**src/rtl/uart_rx_rts.sv**
```systemverilog
module uart_rx_rts #(
  parameter int OSR   = 16,
  parameter int DEPTH = 4
) (
  input  logic       clk,
  input  logic       rst_n,
  input  logic       tick,
  input  logic       rxd,
  input  logic [1:0] len,
  input  logic [1:0] pmode,
  input  logic       ptype,
  input  logic       rts_en,
  input  logic       irq_sel,
  input  logic       blk_err,
  input  logic       pop,
  input  logic       clr_err,
  output logic [7:0] rdata,
  output logic       rx_ready,
  output logic       fifo_full,
  output logic       st_frame,
  output logic       st_parity,
  output logic       st_break,
  output logic       overrun,
  output logic       rts,
  output logic       req
);
  localparam int CW   = $clog2(OSR);
  localparam int AW   = $clog2(DEPTH);
  localparam int HALF = OSR / 2;

  typedef enum logic [2:0] {IDLE, START, DATA, PAR, STOP} st_t;

  st_t          st;
  logic [CW-1:0] cnt;
  logic [2:0]   bidx;
  logic [7:0]   sh;
  logic         parb;
  logic [1:0]   sync;
  logic         rx_prev;
  logic [10:0]  mem [DEPTH];
  logic [AW-1:0] wp, rp;
  logic [AW:0]  level;
  logic [2:0]   acc;
  logic         rts_drop;
  logic         pe, arr_v;
  logic [2:0]   arr_f;

  wire rxs      = sync[1];
  wire has_par  = (pmode != 2'b10);
  wire last_bit = (bidx == 3'd4 + {1'b0, len});
  wire bit_end  = tick && (cnt == CW'(OSR - 1));
  wire start_ok = tick && (st == START) && (cnt == CW'(HALF - 1)) && !rxs;
  wire push     = bit_end && (st == STOP);
  wire full     = (level == (AW+1)'(DEPTH));
  wire empty    = (level == '0);
  wire wr       = push && !full;
  wire rd       = pop && !empty;
  wire fe       = !rxs;
  wire brk      = (sh == 8'd0) && !parb && !rxs;
  wire [10:0] ent = {brk, pe, fe, sh};

  always_comb begin
    case (pmode)
      2'b00:   pe = ^sh ^ parb ^ ptype;
      2'b01:   pe = parb ^ ptype;
      2'b11:   pe = parb;
      default: pe = 1'b0;
    endcase
  end

  always_ff @(posedge clk or negedge rst_n) begin
    if (!rst_n) begin
      sync    <= 2'b11;
      rx_prev <= 1'b1;
      st      <= IDLE;
      cnt     <= '0;
      bidx    <= '0;
      sh      <= '0;
      parb    <= 1'b0;
    end else begin
      sync <= {sync[0], rxd};
      if (tick) begin
        rx_prev <= rxs;
        case (st)
          IDLE: if (rx_prev && !rxs) begin
            st  <= START;
            cnt <= '0;
          end
          START: if (cnt == CW'(HALF - 1)) begin
            cnt  <= '0;
            bidx <= '0;
            sh   <= '0;
            parb <= 1'b0;
            st   <= rxs ? IDLE : DATA;
          end else cnt <= cnt + 1'b1;
          DATA: if (cnt == CW'(OSR - 1)) begin
            cnt      <= '0;
            sh[bidx] <= rxs;
            if (last_bit) st <= has_par ? PAR : STOP;
            else bidx <= bidx + 1'b1;
          end else cnt <= cnt + 1'b1;
          PAR: if (cnt == CW'(OSR - 1)) begin
            cnt  <= '0;
            parb <= rxs;
            st   <= STOP;
          end else cnt <= cnt + 1'b1;
          default: if (cnt == CW'(OSR - 1)) begin
            cnt <= '0;
            st  <= IDLE;
          end else cnt <= cnt + 1'b1;
        endcase
      end
    end
  end

  always_ff @(posedge clk) if (wr) mem[wp] <= ent;

  always_comb begin
    arr_v = 1'b0;
    arr_f = 3'b000;
    if (wr && (empty || (rd && level == (AW+1)'(1)))) begin
      arr_v = 1'b1;
      arr_f = ent[10:8];
    end else if (rd && level > (AW+1)'(1)) begin
      arr_v = 1'b1;
      arr_f = mem[rp + AW'(1)][10:8];
    end
  end

  always_ff @(posedge clk or negedge rst_n) begin
    if (!rst_n) begin
      wp       <= '0;
      rp       <= '0;
      level    <= '0;
      overrun  <= 1'b0;
      acc      <= '0;
      rts_drop <= 1'b0;
    end else begin
      if (wr) wp <= wp + 1'b1;
      if (rd) rp <= rp + 1'b1;
      level <= level + (AW+1)'(wr) - (AW+1)'(rd);
      if (clr_err) overrun <= 1'b0;
      else if (push && full) overrun <= 1'b1;
      acc <= (clr_err ? 3'b000 : acc) | (arr_v ? arr_f : 3'b000);
      if (rts_en && start_ok && full) rts_drop <= 1'b1;
      else if (!full) rts_drop <= 1'b0;
    end
  end

  assign rx_ready  = !empty;
  assign fifo_full = full;
  assign rdata     = empty ? 8'd0 : mem[rp][7:0];
  assign {st_break, st_parity, st_frame} =
    blk_err ? acc : (empty ? 3'b000 : mem[rp][10:8]);
  assign rts = !(rts_en && rts_drop && full);
  assign req = irq_sel ? full : !empty;
endmodule


```
**config.mk**
```make
export PLATFORM = sky130hd
export DESIGN_NAME = uart_rx_rts
export DESIGN_NICKNAME = d
export VERILOG_FILES = /design/src/rtl/uart_rx_rts.sv
export SDC_FILE = /design/constraint.sdc
export NUM_CORES = 1
export LEC_CHECK = 0
export ABC_AREA = 1
export BUFFER_PORTS_ARGS = -buffer_cell sky130_fd_sc_hd__clkbuf_2
export CAP_MARGIN = 20
export CORE_MARGIN = 5
export CORE_UTILIZATION = 44
export CTS_CLUSTER_DIAMETER = 30
export DETAILED_ROUTE_END_ITERATION = 12
export GPL_TIMING_DRIVEN = 0
export MAX_ROUTING_LAYER = met4
export PLACE_DENSITY_LB_ADDON = 0.2
export SLEW_MARGIN = 40
export SYNTH_ARGS = -nofsm -noshare
export SYNTH_HDL_FRONTEND = slang
export SYNTH_SLANG_ARGS = --single-unit
```
**constraint.sdc**
```tcl
create_clock -name clk -period 4 [get_ports clk]
set_input_delay 0.6 -clock clk [delete_from_list [all_inputs] [get_ports clk]]
set_output_delay 0.6 -clock clk [all_outputs]
set_load 0.01 [all_outputs]
```
==> results_tabular.tex, run 1 <==
\begin{tabular}{lr}
\hline
Metric & Value \\
\hline
\multicolumn{2}{l}{\textbf{Outcome}} \\
Outcome & finished clean \\
\multicolumn{2}{l}{\textbf{Final layout}} \\
Final instance area & 0.00439 sq mm \\
Fraction of final layout cells sized beyond drive strength 1 & 17.1\% \\
Final nets & 493 \\
Area of combinational cells with multiple inputs & 0.00149 sq mm \\
Diode insertion count for antenna repair & 0 \\
Synthesis-to-layout area growth & 12.2\% \\
Flip-flop and latch area & 0.00218 sq mm \\
Final instance count without filler cells & 577 \\
Layout filler cell count & 828 \\
\multicolumn{2}{l}{\textbf{Global route}} \\
Initial antenna violation count & 0 \\
Number of global-route vias before repair & 2962 \\
Pin count of the biggest net entering global routing & 35 \\
GR Util All Layers & 16.3\% \\
Leftover overflow at the end of global routing & 0 \\
Wire length of the first global-routing pass & 13.9 mm \\
\multicolumn{2}{l}{\textbf{Worst setup path}} \\
Number of cell instances on the worst register-to-register path & 9 \\
CP Data Required Time & 3.40 ns \\
Critical path's top delay family & buffers and inverters \\
Worst Setup Start Kind & register \\
Critical Path Fanout Max & 10 \\
Worst Setup SP & rp[1] \\
CP arrival & 2.06 ns \\
Worst Setup Path Type & reg -> out \\
Worst Path Buf+Inv & 3 \\
Setup slack on the worst flop-to-flop path & 1.47 ns \\
Launch point of the worst reg-to-reg path & level[1] \\
Critical-path cell with the highest stage delay & dfrtp\_1 \\
Peak per-stage delay on the critical path & 0.43 ns \\
FF-to-FF End & level[2] \\
CP Depth & 7 \\
End of the critical path & st\_break \\
Kind of capture point of the worst setup path & output port \\
CP cell instances & inv\_1 > buf\_1 > o21ai\_0 > o22ai\_1 > nand3\_1 > nand2\_1 > clkbuf\_2 \\
\multicolumn{2}{l}{\textbf{Hold path}} \\
Classification of the worst-slack hold path & in -> async \\
\multicolumn{2}{l}{\textbf{CTS}} \\
Clk\_lat worst skew & 0.36 ns \\
Maximum count of clock buffers along a single path & 2 \\
Post-CTS setup buffers & 0 \\
Hold buffer count at CTS & 0 \\
Inserted Clock Buffers & 9 \\
CTS sink count & 78 \\
Root buffer cell & clkbuf\_8 \\
CTS tree & built \\
Maximum level of the CTS H-tree & 3 \\
Clock Pin Slew Worst Setup and Hold Paths & 0.09 ns \\
Count of instances resized after the clock tree is built & 0 \\
\multicolumn{2}{l}{\textbf{Floorplan}} \\
Die outline width & 104 um \\
Core region area & 0.00868 sq mm \\
Initial Utilization & 45.1\% \\
Top-level I/O count & 30 \\
Total number of placement rows & 34 \\
Die boundary height & 104 um \\
Die Outline Area & 0.0109 sq mm \\
\multicolumn{2}{l}{\textbf{STA}} \\
Fin. max-slew vios & 0 \\
Slew @ Worst Pin & 0.682 ns \\
RSZ-0062 raised after global routing & false \\
Max Clock Freq & 377 MHz \\
Slew headroom & 54.5\% \\
Layout Skew & 0.0129 ns \\
Minimum clock period & 2.66 ns \\
Final sum of negative setup slack & 0 ns \\
Setup violation total in the final timing report & 0 \\
Period utilization & 66.4\% \\
Final hold violation count & 0 \\
\multicolumn{2}{l}{\textbf{Pwr}} \\
Highest ir drop seen on vdd & 0.342 mV \\
LEAKAGE & 0.00192 uW \\
Power per unit of standard cell area & 690 mW/mm\^{}2 \\
\multicolumn{2}{l}{\textbf{Routing}} \\
Router iterations before antenna repair & 4 \\
Number of remaining DRC errors & 0 \\
Number of vias per cell & 5.06 \\
Overall via count from detail\_route & 2918 \\
Wirelength per Cell & 14.1 um \\
Post-Route WL & 8.11 mm \\
Antenna viol nets, final & 0 \\
Number of DRC violations after detailed-routing iteration 0 & 176 \\
\multicolumn{2}{l}{\textbf{Synthesis}} \\
Count of different cell masters after synthesis & 35 \\
Combinational family with the most area after synthesis & simple AND/OR/NAND/NOR gates \\
Top post-synthesis cells by count & nand2\_1, nor2\_1, inv\_1 \\
Xor/xnor share of the synthesized area & 1.12\% \\
Sequential cell area fraction in the yosys report & 55.6\% \\
Share of the synthesized area in compound gates (AO/OA/AOI/OAI) & 11.7\% \\
Number of synthesized flops with an enable pin & 44 \\
Synthesis-stage register bit count & 78 \\
Cell types occupying the most area after synthesis & edfxtp\_1, dfrtp\_1, nand2\_1 \\
Primary FF master, synth & edfxtp\_1 \\
Area share of the largest cell type after synthesis & 33.7\% \\
Adder and majority gate portion of the synthesized area & 4.98\% \\
Top cell type by total area after synthesis & edfxtp\_1 \\
Multiplexer share of the synthesized area & 0\% \\
Per-instance average area after synthesis & 9.24 sq um \\
Area fraction in and, or, nand and nor cells after synthesis & 20.1\% \\
Number of synthesis warnings & 0 \\
Leading cell type by number of instances after synthesis & nand2\_1 \\
Netlist area before placement & 0.00392 sq mm \\
Synth Instances & 424 \\
Nets in the synthesized netlist & 453 \\
Post-synthesis async set-or-reset flop share & 43.6\% \\
\multicolumn{2}{l}{\textbf{Flow run}} \\
Max-capacitance violation count & 0 \\
\multicolumn{2}{l}{\textbf{Place}} \\
HPWL reported at the end of detailed placement & 5.73 mm \\
IO Port Bufs & 29 \\
Cell Area, Placed & 0.00421 sq mm \\
Placed cell count & 561 \\
Weighted congestion reported at the end of routability-driven placement & 0.878 \\
\hline
\end{tabular}
-- worst reg2reg max path: cells and delay by family, from the launching register on --
kind / cells / cell delay, ns
adders and majority gates: 3 / 0.88
and+or+nand+nor: 3 / 0.79
DFF: 1 / 0.39
buffers and inverters: 2 / 0.21
xor gates and xnor gates: 1 / 0.19
-- power by group --
part / switching [uW] / total [uW] / internal, uW
logic: 842 / 1320 / 474
clock network: 325 / 562 / 237
registers: 129 / 1150 / 1020
total: 1300 / 3030 / 1740
-- final cells by class --
type | instances | share of cell area, %
Sequential cell | 78 | 49.5
Clock buffer | 9 | 2.82
Tap cell | 108 | 3.08
Buffer | 10 | 0.997
Timing Repair Buffer | 29 | 3.36
Multi-Input combinational cell | 279 | 34.0
Clock inverter | 7 | 1.40
Inverter | 57 | 4.87
-- routing by layer --
| layer | GRT usage (%) | vias to the layer above | part of all wire [%] |
|---|---|---|---|
| met1 | 19.5 | 1371 | 45 |
| li1 | - | 1490 | - |
| met3 | 3.41 | 10 | 3.9 |
| met4 | 6.57 | 0 | 1.5 |
| met2 | 26.9 | 47 | 50 |
| met5 | - | - | 0 |
-- kinds of logic after synthesis --
group | Yosys count
AOI/OAI and AO/OA | 85
xor gates and xnor gates | 5
adders and majority gates | 15
buffers and inverters | 67
DFF | 78
and+or+nand+nor | 174
-- worst min path at each step --
stage / depth (start not counted) / end
5_1_grt: 1 / st[0]
4_1_cts: 1 / st[0]
6_report: 1 / cnt[2]
3_5_place_dp: 0 / sync[1]
3_3_place_gp: 0 / sync[1]
2_1_floorplan: 0 / acc[0]
-- cell usage in the layout (no fill, tap or decap), drive strengths merged, types with 2 or more instances in the layout --
cell / instances
a21oi: 28
nand2: 82
xor2: 4
ha: 14
nor2: 60
o22ai: 9
a31oi: 4
nand3: 22
inv: 61
o21ai: 41
dfrtp: 31
buf: 6
clkinvlp: 2
dfstp: 3
edfxtp: 44
nand4: 2
nor3: 6
clkbuf: 42
-- state kept, by name, summed over array words and instances, names as in the netlist, 2 cells and up --
| signal | count |
|---|---|
| mem | 44 |
| sh | 8 |
| cnt | 4 |
| acc | 3 |
| bidx | 3 |
| level | 3 |
| st | 3 |
| rp | 2 |
| sync | 2 |
| wp | 2 |
-- per-stage QoR --
step / setup slack, ns / hold WS, ns / total power [uW] / util, %
global placement: 1.39 / 0.346 / 2440 / 48.4
detailed placement: 1.46 / 0.352 / 2490 / 48.5
global route: 1.18 / 0.265 / 3300 / 50.6
finish: 1.34 / 0.229 / 3030 / 50.6
floorplan: 1.89 / 0.304 / 2100 / -
CTS: 1.29 / 0.238 / 3060 / 50.6
Power figures use the tool's default switching activity.
==> inputs of run 2 (changes only) <==
==> constraint.sdc (replaced) <==
create_clock -name clk -period 2.47 [get_ports clk]
set_input_delay 0.3705 -clock clk [delete_from_list [all_inputs] [get_ports clk]]
set_output_delay 0.3705 -clock clk [all_outputs]
set_load 0.01 [all_outputs]
==> results_tabular.tex, run 2 (synthesis gave the netlist of run 1 again) <==
\begin{tabular}{lr}
\hline
Metric & Value \\
\hline
\multicolumn{2}{l}{\textbf{STA}} \\
Minimum clock period & 2.31 ns \\
WHS & -0.00322 ns (-0.232 ns) \\
Slew headroom & 54.8\% (+0.32 points) \\
Period utilization & 93.7\% \\
Layout Skew & 0.0123 ns (-0.000550 ns) \\
Slew @ Worst Pin & 0.677 ns (-0.00484 ns) \\
Setup violation total in the final timing report & 0 (unchanged) \\
Final hold violation count & 4 (+4) \\
Max Clock Freq & 432 MHz \\
RSZ-0062 raised after global routing & false \\
Fin. max-slew vios & 0 (unchanged) \\
\multicolumn{2}{l}{\textbf{Place}} \\
IO Port Bufs & 29 (unchanged) \\
Weighted congestion reported at the end of routability-driven placement & 0.878 (unchanged) \\
Cell Area, Placed & 0.00421 sq mm (unchanged) \\
HPWL reported at the end of detailed placement & 5.73 mm (unchanged) \\
\multicolumn{2}{l}{\textbf{Hold path}} \\
Classification of the worst-slack hold path & in -> async \\
\multicolumn{2}{l}{\textbf{Final layout}} \\
Final instance area & 0.00441 sq mm (+0.34\%) \\
Diode insertion count for antenna repair & 0 (unchanged) \\
Max reg flops & 44 (unchanged) \\
Largest registers & mem x44, sh x8, cnt x4 \\
Commonest cells after routing, fill and taps aside & nand2\_1, inv\_1, nor2\_1, edfxtp\_1, o21ai\_0 \\
Largest Register & mem \\
Fraction of final layout cells sized beyond drive strength 1 & 17.7\% (+0.68 points) \\
Most common library cell in the layout ignoring fill and taps & nand2\_1 \\
Synthesis-to-layout area growth & 12.6\% \\
Final nets & 492 (-0.20\%) \\
Area of combinational cells with multiple inputs & 0.00151 sq mm (+1.2\%) \\
Layout filler cell count & 829 (+0.12\%) \\
Flip-flop and latch area & 0.00218 sq mm (unchanged) \\
\multicolumn{2}{l}{\textbf{Floorplan}} \\
Top-level I/O count & 30 (unchanged) \\
Die Outline Area & 0.0109 sq mm (unchanged) \\
Initial Utilization & 45.1\% (unchanged) \\
Core region area & 0.00868 sq mm (unchanged) \\
Total number of placement rows & 34 (unchanged) \\
Die outline width & 104 um (unchanged) \\
Die boundary height & 104 um (unchanged) \\
\multicolumn{2}{l}{\textbf{Global route}} \\
Leftover overflow at the end of global routing & 0 (unchanged) \\
Wire length of the first global-routing pass & 13.9 mm (about the same) \\
Initial antenna violation count & 0 (unchanged) \\
Pin count of the biggest net entering global routing & 35 (unchanged) \\
Number of global-route vias before repair & 2953 (-0.30\%) \\
GR Util All Layers & 16.4\% (+0.095 points) \\
\multicolumn{2}{l}{\textbf{Routing}} \\
Number of remaining DRC errors & 0 (unchanged) \\
Wirelength per Cell & 14.1 um (+0.14\%) \\
Router iterations before antenna repair & 4 (unchanged) \\
Number of DRC violations after detailed-routing iteration 0 & 112 (-36\%) \\
Post-Route WL & 8.11 mm (about the same) \\
Antenna viol nets, final & 0 (unchanged) \\
Number of vias per cell & 5.07 (+0.17\%) \\
Overall via count from detail\_route & 2918 (unchanged) \\
\multicolumn{2}{l}{\textbf{Flow run}} \\
Max-capacitance violation count & 0 (unchanged) \\
\multicolumn{2}{l}{\textbf{Worst setup path}} \\
Critical Path Fanout Max & 10 (unchanged) \\
Setup slack on the worst flop-to-flop path & 0.16 ns (-1.31 ns) \\
Worst Setup Path Type & reg -> out \\
Critical-path cell with the highest stage delay & clkbuf\_1 \\
Peak per-stage delay on the critical path & 0.41 ns (-0.02 ns) \\
CP cell instances & inv\_1 > clkbuf\_1 > o21ai\_0 > o22ai\_1 > nand3\_1 > nand2\_1 > clkbuf\_2 \\
Kind of capture point of the worst setup path & output port \\
Worst Setup Start Kind & register \\
CP Data Required Time & 2.10 ns (-1.30 ns) \\
CP arrival & 1.94 ns (-0.12 ns) \\
\multicolumn{2}{l}{\textbf{CTS}} \\
CTS tree & built \\
Clk\_lat worst skew & 0.36 ns (about the same) \\
Root buffer cell & clkbuf\_8 \\
Clock Pin Slew Worst Setup and Hold Paths & 0.09 ns (about the same) \\
Maximum level of the CTS H-tree & 3 (unchanged) \\
CTS sink count & 78 (unchanged) \\
Maximum count of clock buffers along a single path & 2 (unchanged) \\
Inserted Clock Buffers & 9 (unchanged) \\
Post-CTS setup buffers & 0 (unchanged) \\
\multicolumn{2}{l}{\textbf{Pwr}} \\
Power, Total & 4920 uW (+62\%) \\
Highest ir drop seen on vdd & 0.554 mV (+62\%) \\
LEAKAGE & 0.00192 uW (about the same) \\
Power per unit of standard cell area & 1120 mW/mm\^{}2 (+62\%) \\
\multicolumn{2}{l}{\textbf{Outcome}} \\
Violated checks & hold timing \\
Outcome & finished, violations left \\
\hline
\end{tabular}
==> run 2: cell count changes in the layout (fill, tap and decap cells not counted) <==
cell	delta
clkbuf_2	+1
nand3_1	-1
inv_1	-1
clkbuf_1	-1
nand3_4	+1
nor2_4	+1
nor2_2	-1
inv_2	+1
buf_1	-1
==> run 2: worst paths after layout <==
check,from,to,cells after the start
max,rp[0],st_break,7
min reg2reg,sync[0],sync[1],0
min,rst_n,st[0],1
max in group asynchronous,rst_n,sync[0],1
max reg2reg,level[1],level[2],9
min in group clk,rxd,sync[0],1
==> run 2: cell type report <==
class,instances,share of cell area [%]
clock buffer,9,2.81
multi-input combinational,279,34.3
timing repair buffer,29,3.35
tap,108,3.06
buffer,9,0.936
clock inverter,7,1.39
sequential,78,49.3
inverter,57,4.85
==> run 2: timing repair <==
item / CTS / global route
setup endpoints to repair: 2 / 3
hold buffers: 0 / 0
pin swaps: 0 / 0
gates cloned: 0 / 0
resized for setup: 1 / 5
==> run 2: layer usage <==
metal	track usage (%)	routed length (um)	vias to the layer above
li1	-	-	1488
met1	19.5	3650	1360
met2	27.2	4090	56
met3	3.97	259	14
met4	5.74	119	0
met5	-	0	-
==> run 2: worst max-delay path: cells and delay by family (launching register included) <==
family,cells,cell delay [ns]
buffers and inverters,3,0.64
flip-flops,1,0.39
AO/OA/AOI/OAI,2,0.37
AND/OR/NAND/NOR,2,0.19
==> run 2: report_power, final <==
| group | internal [uW] | leakage, uW | switching, uW | total, uW |
|---|---|---|---|---|
| clock network | 384 | 0.0000888 | 529 | 913 |
| registers | 1660 | 0.000826 | 214 | 1870 |
| logic | 770 | 0.00101 | 1360 | 2130 |
==> run 2: stage by stage <==
stage | std cells | TNS, ns | util (%) | hold WS [ns] | setup slack, ns
2_1_floorplan | 424 | 0 | - | 0.0749 | 0.364
3_3_place_gp | 561 | 0 | 48.4 | 0.346 | 0.000867
3_5_place_dp | 561 | -0.00220 | 48.5 | 0.352 | -0.00220
4_1_cts | 576 | 0 | 50.6 | 0.00804 | 0.0488
5_1_grt | 576 | 0 | 50.8 | 0.0288 | 0.0218
6_report | 576 | 0 | 50.8 | -0.00322 | 0.156
